**src/rtl/sdlc_tx_pkg.sv**
```systemverilog
package sdlc_tx_pkg;

  localparam logic [7:0] FLAG_OCTET = 8'h7E;

  typedef enum logic [2:0] {
    SEL_MARK,
    SEL_FLAG,
    SEL_ZERO,
    SEL_DATA,
    SEL_FCS
  } lineSel_t;

  typedef struct packed {
    logic     tick;
    lineSel_t sel;
    logic     flagBit;
    logic     loadByte;
    logic     presetFcs;
  } txStrobe_t;

endpackage

```
**src/rtl/sdlc_tx_dp.sv**
```systemverilog
module sdlc_tx_dp
  import sdlc_tx_pkg::*;
#(
  parameter int          BYTE_W    = 8,
  parameter int          FCS_W     = 16,
  parameter logic [15:0] FCS_POLY  = 16'h8408,
  parameter int          RUN_LIMIT = 5
) (
  input  logic              clk,
  input  logic              rstN,
  input  txStrobe_t         stb,
  input  logic              dataValid,
  input  logic [BYTE_W-1:0] dataIn,
  output logic              dataReady,
  output logic              bufFull,
  output logic              stuffDue,
  output logic              txdReg
);

  localparam int RUN_W = $clog2(RUN_LIMIT + 1);

  logic [BYTE_W-1:0] bufByte;
  logic [BYTE_W-1:0] shiftQ;
  logic [FCS_W-1:0]  fcsQ;
  logic [FCS_W-1:0]  fcsStep;
  logic [RUN_W-1:0]  runQ;
  logic              bufFullQ;
  logic              txdQ;
  logic              fcsOut;

  // Serial CRC step, bit taken LSB first from the shifter
  always_comb begin
    fcsStep = fcsQ >> 1;
    if (fcsQ[0] ^ shiftQ[0]) fcsStep = fcsStep ^ FCS_POLY[FCS_W-1:0];
  end

  assign fcsOut    = ~fcsQ[0];
  assign bufFull   = bufFullQ;
  assign dataReady = ~bufFullQ;
  assign stuffDue  = (runQ == RUN_W'(RUN_LIMIT));
  assign txdReg    = txdQ;

  always_ff @(posedge clk) begin
    if (!rstN) begin
      bufByte  <= '0;
      bufFullQ <= 1'b0;
      shiftQ   <= '0;
      fcsQ     <= '1;
      runQ     <= '0;
      txdQ     <= 1'b1;
    end else begin
      if (dataValid && !bufFullQ) begin
        bufByte  <= dataIn;
        bufFullQ <= 1'b1;
      end else if (stb.tick && stb.loadByte) begin
        bufFullQ <= 1'b0;
      end

      if (stb.tick) begin
        unique case (stb.sel)
          SEL_FLAG: begin
            txdQ <= stb.flagBit;
            runQ <= '0;
          end
          SEL_ZERO: begin
            txdQ <= 1'b0;
            runQ <= '0;
          end
          SEL_DATA: begin
            txdQ <= shiftQ[0];
            runQ <= shiftQ[0] ? runQ + RUN_W'(1) : '0;
            fcsQ <= fcsStep;
          end
          SEL_FCS: begin
            txdQ <= fcsOut;
            runQ <= fcsOut ? runQ + RUN_W'(1) : '0;
            fcsQ <= {1'b1, fcsQ[FCS_W-1:1]};
          end
          default: begin
            txdQ <= 1'b1;
            runQ <= '0;
          end
        endcase

        if (stb.loadByte)            shiftQ <= bufByte;
        else if (stb.sel == SEL_DATA) shiftQ <= shiftQ >> 1;

        if (stb.presetFcs) fcsQ <= '1;
      end
    end
  end

endmodule

```
**src/rtl/sdlc_tx_ctrl.sv**
```systemverilog
module sdlc_tx_ctrl
  import sdlc_tx_pkg::*;
#(
  parameter int BYTE_W = 8,
  parameter int FCS_W  = 16
) (
  input  logic      clk,
  input  logic      rstN,
  input  logic      bitEn,
  input  logic      txEnable,
  input  logic      ctsGateEn,
  input  logic      ctsActive,
  input  logic      eomReq,
  input  logic      bufFull,
  input  logic      stuffDue,
  output txStrobe_t stb,
  output logic      underrun
);

  localparam int MAX_LEN = (FCS_W > BYTE_W) ? FCS_W : BYTE_W;
  localparam int CNT_W   = $clog2(MAX_LEN);

  typedef enum logic [1:0] {ST_IDLE, ST_FLAG, ST_DATA, ST_FCS} txState_t;

  txState_t   stateQ, stateD;
  logic [CNT_W-1:0] cntQ, cntD;
  logic       eomQ, eomD;
  logic       underrunQ, underrunD;
  logic       gated;

  assign gated    = ctsGateEn && !ctsActive;
  assign underrun = underrunQ;

  always_comb begin
    stateD        = stateQ;
    cntD          = cntQ;
    eomD          = eomQ | (eomReq && stateQ == ST_DATA);
    underrunD     = underrunQ;
    stb.tick      = bitEn;
    stb.sel       = SEL_MARK;
    stb.flagBit   = 1'b0;
    stb.loadByte  = 1'b0;
    stb.presetFcs = 1'b0;

    if (!txEnable) begin
      if (bitEn) begin
        stateD    = ST_IDLE;
        cntD      = '0;
        eomD      = 1'b0;
        underrunD = 1'b0;
      end
    end else if (bitEn) begin
      unique case (stateQ)
        ST_IDLE: begin
          if (!gated) begin
            stateD = ST_FLAG;
            cntD   = '0;
          end
        end
        ST_FLAG: begin
          if (stuffDue) stb.sel = SEL_ZERO;
          else begin
            stb.sel     = SEL_FLAG;
            stb.flagBit = FLAG_OCTET[cntQ[2:0]];
            cntD        = cntQ + CNT_W'(1);
            if (cntQ == CNT_W'(7)) begin
              cntD = '0;
              if (gated) stateD = ST_IDLE;
              else if (bufFull) begin
                stateD        = ST_DATA;
                stb.loadByte  = 1'b1;
                stb.presetFcs = 1'b1;
                underrunD     = 1'b0;
                eomD          = 1'b0;
              end
            end
          end
        end
        ST_DATA: begin
          if (stuffDue) stb.sel = SEL_ZERO;
          else begin
            stb.sel = SEL_DATA;
            cntD    = cntQ + CNT_W'(1);
            if (cntQ == CNT_W'(BYTE_W - 1)) begin
              cntD = '0;
              if (eomQ || !bufFull) begin
                stateD    = ST_FCS;
                underrunD = !eomQ;
                eomD      = 1'b0;
              end else begin
                stb.loadByte = 1'b1;
              end
            end
          end
        end
        default: begin
          if (stuffDue) stb.sel = SEL_ZERO;
          else begin
            stb.sel = SEL_FCS;
            cntD    = cntQ + CNT_W'(1);
            if (cntQ == CNT_W'(FCS_W - 1)) begin
              cntD   = '0;
              stateD = ST_FLAG;
            end
          end
        end
      endcase
    end
  end

  always_ff @(posedge clk) begin
    if (!rstN) begin
      stateQ    <= ST_IDLE;
      cntQ      <= '0;
      eomQ      <= 1'b0;
      underrunQ <= 1'b0;
    end else begin
      stateQ    <= stateD;
      cntQ      <= cntD;
      eomQ      <= eomD;
      underrunQ <= underrunD;
    end
  end

endmodule

```
**src/rtl/sdlc_tx_framer.sv**
```systemverilog
module sdlc_tx_framer
  import sdlc_tx_pkg::*;
#(
  parameter int          BYTE_W    = 8,
  parameter int          FCS_W     = 16,
  parameter logic [15:0] FCS_POLY  = 16'h8408,
  parameter int          RUN_LIMIT = 5
) (
  input  logic              clk,
  input  logic              rstN,
  input  logic              bitEn,
  input  logic              txEnable,
  input  logic              sendBreak,
  input  logic              ctsGateEn,
  input  logic              ctsActive,
  input  logic              dataValid,
  input  logic [BYTE_W-1:0] dataIn,
  output logic              dataReady,
  input  logic              eomReq,
  output logic              txd,
  output logic              bufEmpty,
  output logic              underrun
);

  txStrobe_t stb;
  logic      bufFull;
  logic      stuffDue;
  logic      txdReg;

  sdlc_tx_ctrl #(
    .BYTE_W(BYTE_W),
    .FCS_W (FCS_W)
  ) u_ctrl (
    .clk      (clk),
    .rstN     (rstN),
    .bitEn    (bitEn),
    .txEnable (txEnable),
    .ctsGateEn(ctsGateEn),
    .ctsActive(ctsActive),
    .eomReq   (eomReq),
    .bufFull  (bufFull),
    .stuffDue (stuffDue),
    .stb      (stb),
    .underrun (underrun)
  );

  sdlc_tx_dp #(
    .BYTE_W   (BYTE_W),
    .FCS_W    (FCS_W),
    .FCS_POLY (FCS_POLY),
    .RUN_LIMIT(RUN_LIMIT)
  ) u_dp (
    .clk      (clk),
    .rstN     (rstN),
    .stb      (stb),
    .dataValid(dataValid),
    .dataIn   (dataIn),
    .dataReady(dataReady),
    .bufFull  (bufFull),
    .stuffDue (stuffDue),
    .txdReg   (txdReg)
  );

  assign txd      = sendBreak ? 1'b0 : txdReg;
  assign bufEmpty = ~bufFull;

endmodule

```
**config.mk**
```make
export PLATFORM = sky130hd
export DESIGN_NAME = sdlc_tx_framer
export DESIGN_NICKNAME = d
export VERILOG_FILES = /design/src/rtl/sdlc_tx_pkg.sv /design/src/rtl/sdlc_tx_dp.sv /design/src/rtl/sdlc_tx_ctrl.sv /design/src/rtl/sdlc_tx_framer.sv
export SDC_FILE = /design/constraint.sdc
export NUM_CORES = 1
export LEC_CHECK = 0
export ABC_AREA = 0
export CAP_MARGIN = 20
export CELL_PAD_IN_SITES_DETAIL_PLACEMENT = 1
export CELL_PAD_IN_SITES_GLOBAL_PLACEMENT = 1
export CORE_MARGIN = 3
export CORE_UTILIZATION = 39
export DETAILED_ROUTE_END_ITERATION = 7
export GPL_ROUTABILITY_DRIVEN = 0
export PLACE_DENSITY_LB_ADDON = 0.08
export REMOVE_ABC_BUFFERS = 1
export SETUP_SLACK_MARGIN = 0.5
export SLEW_MARGIN = 10
export SYNTH_ARGS = -nofsm -noshare
export SYNTH_HDL_FRONTEND = slang
export SYNTH_SLANG_ARGS = --single-unit
```
**constraint.sdc**
```tcl
create_clock -name clk -period 2.1 [get_ports clk]
set_clock_uncertainty 0.15 [all_clocks]
set_input_delay 0.63 -clock clk [delete_from_list [all_inputs] [get_ports clk]]
set_output_delay 0.63 -clock clk [all_outputs]
set_load 0.005 [all_outputs]
```
# == After elaboration in Yosys (flattened, before gate mapping) ==
# Memory sizes are Yosys's and may differ from the RTL's. A register that Yosys moved wholly into a read port is not among the register bits.
# Cells that the tools add are included.
# classes
addsub,2
eq_ne,22
n_reduce_logical,18
muxes,76
bitwise_logic,5
order_cmp,1
# ops
cell,n
two-way mux 2 bit,17
two-way mux 16 bit,2
two-way mux 4 bit,8
one-hot mux 16 bit (2 select lines),1
two-way mux 1 bit,30
"!= test 3 bit, second input constant",7
two-way mux 3 bit,6
two-way mux 8 bit,2
two-way mux 6 bit,2
AND reduction 10 bit,1
"!= test 3 x 2 -> 1 bit, second input constant",3
one-hot mux 3 bit (3 select lines),1
AND reduction 9 bit,1
one-hot mux 4 bit (2 select lines),1
"equality test 3 x 2 -> 1 bit, second input constant",2
"equality test 3 bit, second input constant",2
one-hot mux 1 bit (2 select lines),3
one-hot mux 2 bit (3 select lines),1
one-hot mux 3 bit (2 select lines),1
"!= test 5 x 1 -> 1 bit, second input constant",1
"adder 4 x 1 -> 4 bit, second input constant",1
"equality test 4 x 3 -> 1 bit, second input constant",1
"equality test 4 bit, second input constant",1
logical AND 1 bit,4
20 further kinds,25
# totals
word_cells,135
memories,1
in_bits,17
register_bits,45
romBits,8
out_inout_bits,4
# memory_table
memory,depth,width,rd,rd_ports_with_merged_regs,wr,line_no,rtl
(no name shown),8,1,1,1,0,sdlc_tx_ctrl.sv:64,stb.flagBit = FLAG_OCTET[cntQ[2:0]];

# == Longest topological paths before layout ==
# logic_depth
ltp_word,11
mapped_depth,10
ltp_nobuf,7

# == Cells and area by module ==
# Synthesis repeated with hierarchy kept, for this count alone.
# hier_totals
cells_unflattened,279
hier_area_um2,2519.9
# modules_own_cells
module,cells_each,n_inst,seq_area_each_um2,area_per_inst_um2
sdlc_tx_dp,168,1,740.7,1664.1
sdlc_tx_ctrl,109,1,180.2,838.3
sdlc_tx_framer,2,1,0.0,17.5

# == Worst setup path after synthesis ==
# No wires, ideal clock.
# synth_timing
path_type,input-to-reg
from,input txEnable
to,register u_dp.shiftQ[6]
setup_ns,0.121
n_path_buf,3
required_ns,1.829
path_stages,8
path_slack_ns,0.011
t_arrival_ns,1.818
cell_sequence,buf_4 and2_4 nand4_1 or3b_1 clkbuf_1 buf_2 o21ai_1 a21oi_1
# synth_via
elab_chain_len,4
elab_cells_between_ends,5
classes_between,eq/ne (1); mux (2); reduce/logical (2)
# synth_rtl
element,line_no,rtl
start: declaration,sdlc_tx_framer.sv:12,"input logic txEnable,"
two-way mux 6 bit (*),sdlc_tx_ctrl.sv:45,if (!txEnable) begin
equality test 3 x 2 -> 1 bit,sdlc_tx_dp.sv:86,else if (stb.sel == SEL_DATA) shiftQ <= shiftQ >> 1;
nonzero test 2 bit (no line),-,
AND reduction 2 bit (no line),-,
end signal: assignment,sdlc_tx_dp.sv:85,if (stb.loadByte) shiftQ <= bufByte;
end signal: assignment,sdlc_tx_dp.sv:86,
end: declaration,sdlc_tx_dp.sv:23,logic [BYTE_W-1:0] shiftQ;
# Mark *: on every way between the ends. The rest lies on a longest branch, timed or not.
# A chain may end at the register's enable or synchronous reset.

# == Final worst setup path ==
# layout_timing
from,register u_ctrl.stateQ[1]
to,register u_dp.fcsQ[15]
# layout_via
elab_chain_len,7
elab_cells_between_ends,13
classes_between,eq/ne (4); mux (6); reduce/logical (3)
# layout_rtl
element,line_no,rtl
start: declaration,sdlc_tx_ctrl.sv:25,"txState_t stateQ, stateD;"
start signal: assignment,sdlc_tx_ctrl.sv:118,stateQ <= stateD;
equality test 2 bit (tied with other cells),sdlc_tx_ctrl.sv:53,unique case (stateQ)
one-hot mux 3 bit (3 select lines),sdlc_tx_ctrl.sv:53,
two-way mux 6 bit (*),sdlc_tx_ctrl.sv:52,end else if (bitEn) begin
two-way mux 6 bit (*),sdlc_tx_ctrl.sv:45,
equality test 3 bit or equality test 3 x 2 -> 1 bit (tied branches),sdlc_tx_dp.sv:60,unique case (stb.sel)
one-hot mux 16 bit (2 select lines) or nonzero test 3 bit (tied branches),-,
two-way mux 16 bit or AND reduction 2 bit (tied branches),-,
end signal: assignment,sdlc_tx_dp.sv:72,fcsQ <= fcsStep;
end signal: assignment,sdlc_tx_dp.sv:77,"fcsQ <= {1'b1, fcsQ[FCS_W-1:1]};"
end: declaration,sdlc_tx_dp.sv:24,logic [FCS_W-1:0] fcsQ;
# Marks and branches as above.

==> out/qor.txt <==
I/O pin count = 21
first-pass GRT wire length = 12.01 mm
Worst Max-Slew Pin Slew = 474.8 ps
ant diodes = 0
clock network power share = 31.4%
Post-Synth XOR/XNOR Area = 1.825%
initial antenna violation count = 0
Core Region = 5743 sq um
Int Pwr = 0.001265 W
WP data arrival = 2170 ps
failing checks = negative setup slack
total CTS buffers = 5
CTS tree = built
Synth Area in Adders = 4.171%
filler instances = 601
number of DRC markers in iteration 0 = 135
fin area = 4016 sq um
RSZ-0062 raised after global routing = true
switching share of power = 28.16%
VDD IR max = 0.3196 mV
area grow syn2layout = 67.36%
Post-synth EDFFs = 0
num rows = 27
largest net degree at the start of global routing = 18
Layout Utilization = 69.93%
Post-DP Area = 3025 sq um
number of global-route vias before repair = 2486
Cell Chain, Critical Path = inv_4, buf_12, ha_4, buf_6, o21bai_4, a211oi_2, buf_4, a21o_4, buf_6, a21oi_2, o21ai_1
minimum clock period = 2134 ps
Logic pwr share = 17.9%
vias per cell = 5.917
Seq/Total Area, Yosys = 38.37%
CP Capture Type = flop
CTS Buffer Depth = 2
Clk Latency, worst-skew pair = 300 ps
grt ovf = 0
Crit path top cell by count = buf_6
Post-Syn Area = 2400 sq um
H-tree depth = 2
GR Util All Layers = 20.42%
WP data required = 2140 ps
critical path launch point type = flop
initial core utilization = 41.79%
Min-Delay Path Class = reg2reg
share of cells above drive strength 1 = 55.91%
Synthesis Warnings = 0
period utilization = 101.6%
power per standard cell area = 438.5 nW/um^2
leak pwr = 1.494 nW
Max Cap Viol = 0
Crit Path Category = reg2reg
P_sw = 0.0004960 W
Detail Route Antenna Nets = 0
multiplexer share of the synthesized area = 3.337%
Reg power frac = 50.7%
DRC errors left = 0
Port Buffers = 20
Slew Viols, Final = 0
worst hold slack = 315.4 ps
Total Negative Setup Slacks = -33.79 ps
Sink Count = 46
FMAX = 468.7 MHz
DR pass1 iterations = 5
WL per Instance = 23.59 microns
largest family of logic cells by synthesized area = compound AO/OA/AOI/OAI gates
DP HPWL = 4.954 mm
status = finished with violations
ys flop type = dfxtp_1
complex-gate fraction of the synthesized area = 23.51%
Worst path max stage delay = 390 ps
Slew HR = 68.35%
post-synthesis cell count = 285
CP max FO = 8
library cells used by synthesis = 60
detailed-route via count = 2627
final hold vios = 0
die width = 84.45 microns
syn_area_per_cell = 8.420 sq um
Post-Route WL = 10.48 mm
die area = 7131 sq um
slack of the critical path = -33.79 ps
CP max stage cell = dfxtp_4
share of flip-flops with an asynchronous set or reset = 0%
Die Height = 84.45 microns
Nets = 396
simple-gate area share of the yosys netlist = 23.41%
Clk pin slew, worst setup/hold paths = 90 ps
synthesized flop and latch total = 46
final setup fails = 1
root buf cell = clkbuf_8
registers in the layout, indices dropped and copies added (netlist names), named ones only:
register and flops:
u_dp.txdReg 1, u_ctrl.underrun 1, u_dp.bufFull 1, u_ctrl.cntQ 4, u_dp.runQ 3, u_dp.shiftQ 8, u_dp.fcsQ 16, u_ctrl.eomQ 1
u_ctrl.stateQ 2, u_dp.bufByte 8
stage by stage:
step / cells / worst slack [ps] / power, W
3_5_place_dp: 413 / -677.0 / 0.001132
6_report: 444 / -33.79 / 0.001761
4_1_cts: 427 / 56.80 / 0.001700
5_1_grt: 444 / -96.99 / 0.001830
2_1_floorplan: 268 / -3.326 / 0.001000
3_3_place_gp: 413 / -558.7 / 0.001126
worst max-delay path: cells and delay by family, from the launching register on:
family | cells | cell delay (ps)
AOI/OAI and AO/OA | 5 | 650
buffers and inverters | 5 | 640
DFF | 1 | 390
adders and majority gates | 1 | 190
final cells by class:
| class | count | area, sq um | area share, % |
|---|---|---|---|
| Clock buffer | 6 | 72.57 | 1.807 |
| Clock inverter | 2 | 13.76 | 0.3427 |
| Inverter | 11 | 48.80 | 1.215 |
| Multi-Input combinational cell | 211 | 1947 | 48.47 |
| Sequential cell | 46 | 939.7 | 23.40 |
| Tap cell | 72 | 90.09 | 2.243 |
| Timing Repair Buffer | 96 | 904.6 | 22.52 |
logic make-up after synthesis:
kind of cell	after synthesis
buffers and inverters	28
adder cells (fa/ha/maj)	8
flip-flops	46
multiplexers	8
AND/OR/NAND/NOR	102
XOR/XNOR	5
AO/OA/AOI/OAI	88
cells in the mapped netlist, drive strengths merged (3+ instances only):
cell type / instances / area (sq um)
mux2i: 8 / 80.08
inv: 11 / 41.29
nand4b: 3 / 26.28
buf: 7 / 48.79
nor3: 4 / 31.28
nor2b: 5 / 31.28
o31a: 3 / 26.28
and2: 5 / 33.78
or2: 3 / 18.77
nand3: 30 / 150.1
nor2: 5 / 18.77
ha: 8 / 100.1
nor4: 3 / 18.77
o21ai: 29 / 145.1
xor2: 3 / 26.28
nand2: 28 / 110.1
clkbuf: 10 / 38.78
dfxtp: 46 / 920.9
nand2b: 3 / 18.77
o21a: 5 / 37.54
a21oi: 29 / 148.9
what timing repair did:
action | 4_1_cts | 5_1_grt
cloned | 0 | 0
pin swaps | 18 | 44
setup buffers | 6 | 17
gates resized for setup | 89 | 140
setup endpoints to repair | 42 | 45
hold buffers | 0 | 0
layout by cell type (no fill, tap or decap), drive strengths merged, types with 4 or more instances in the layout:
cell and n:
dfxtp 46, nor2 5, o21a 5, clkdlybuf4s50 11, and2 5, clkbuf 6, nor3 4, buf 83
nand2 28, o21ai 29, nor2b 5, a21oi 29, inv 11, nand3 30, mux2i 8, ha 8
final timing paths:
kind	start	to	slack, ps	cells after the start
worst max-delay path	u_ctrl.stateQ[1]	u_dp.fcsQ[15]	-30	11
worst min-delay path	u_dp.bufByte[5]	u_dp.bufByte[5]	320	2
worst max register to register	u_ctrl.stateQ[1]	u_dp.fcsQ[15]	-30	11
worst min register to register	u_dp.bufByte[5]	u_dp.bufByte[5]	320	2
layer usage:
layer	share of wire (%)	global-route usage [%]	up-vias
li1	-	-	1205
met1	39	26.09	1320
met2	54	36.01	79
met3	3.8	3.337	23
met4	2.8	4.748	0
met5	0	0	-
power groups by stage:
stage | registers (W) | logic, W | clock network, W
after global routing | 0.000895 | 0.000334 | 0.000600
after detailed placement | 0.000913 | 0.000219 | 0
final | 0.000893 | 0.000315 | 0.000553
after floorplan | 0.000911 | 0.0000893 | 0
after CTS | 0.000891 | 0.000249 | 0.000561
after global placement | 0.000913 | 0.000213 | 0
Power figures use the tool's default switching activity.
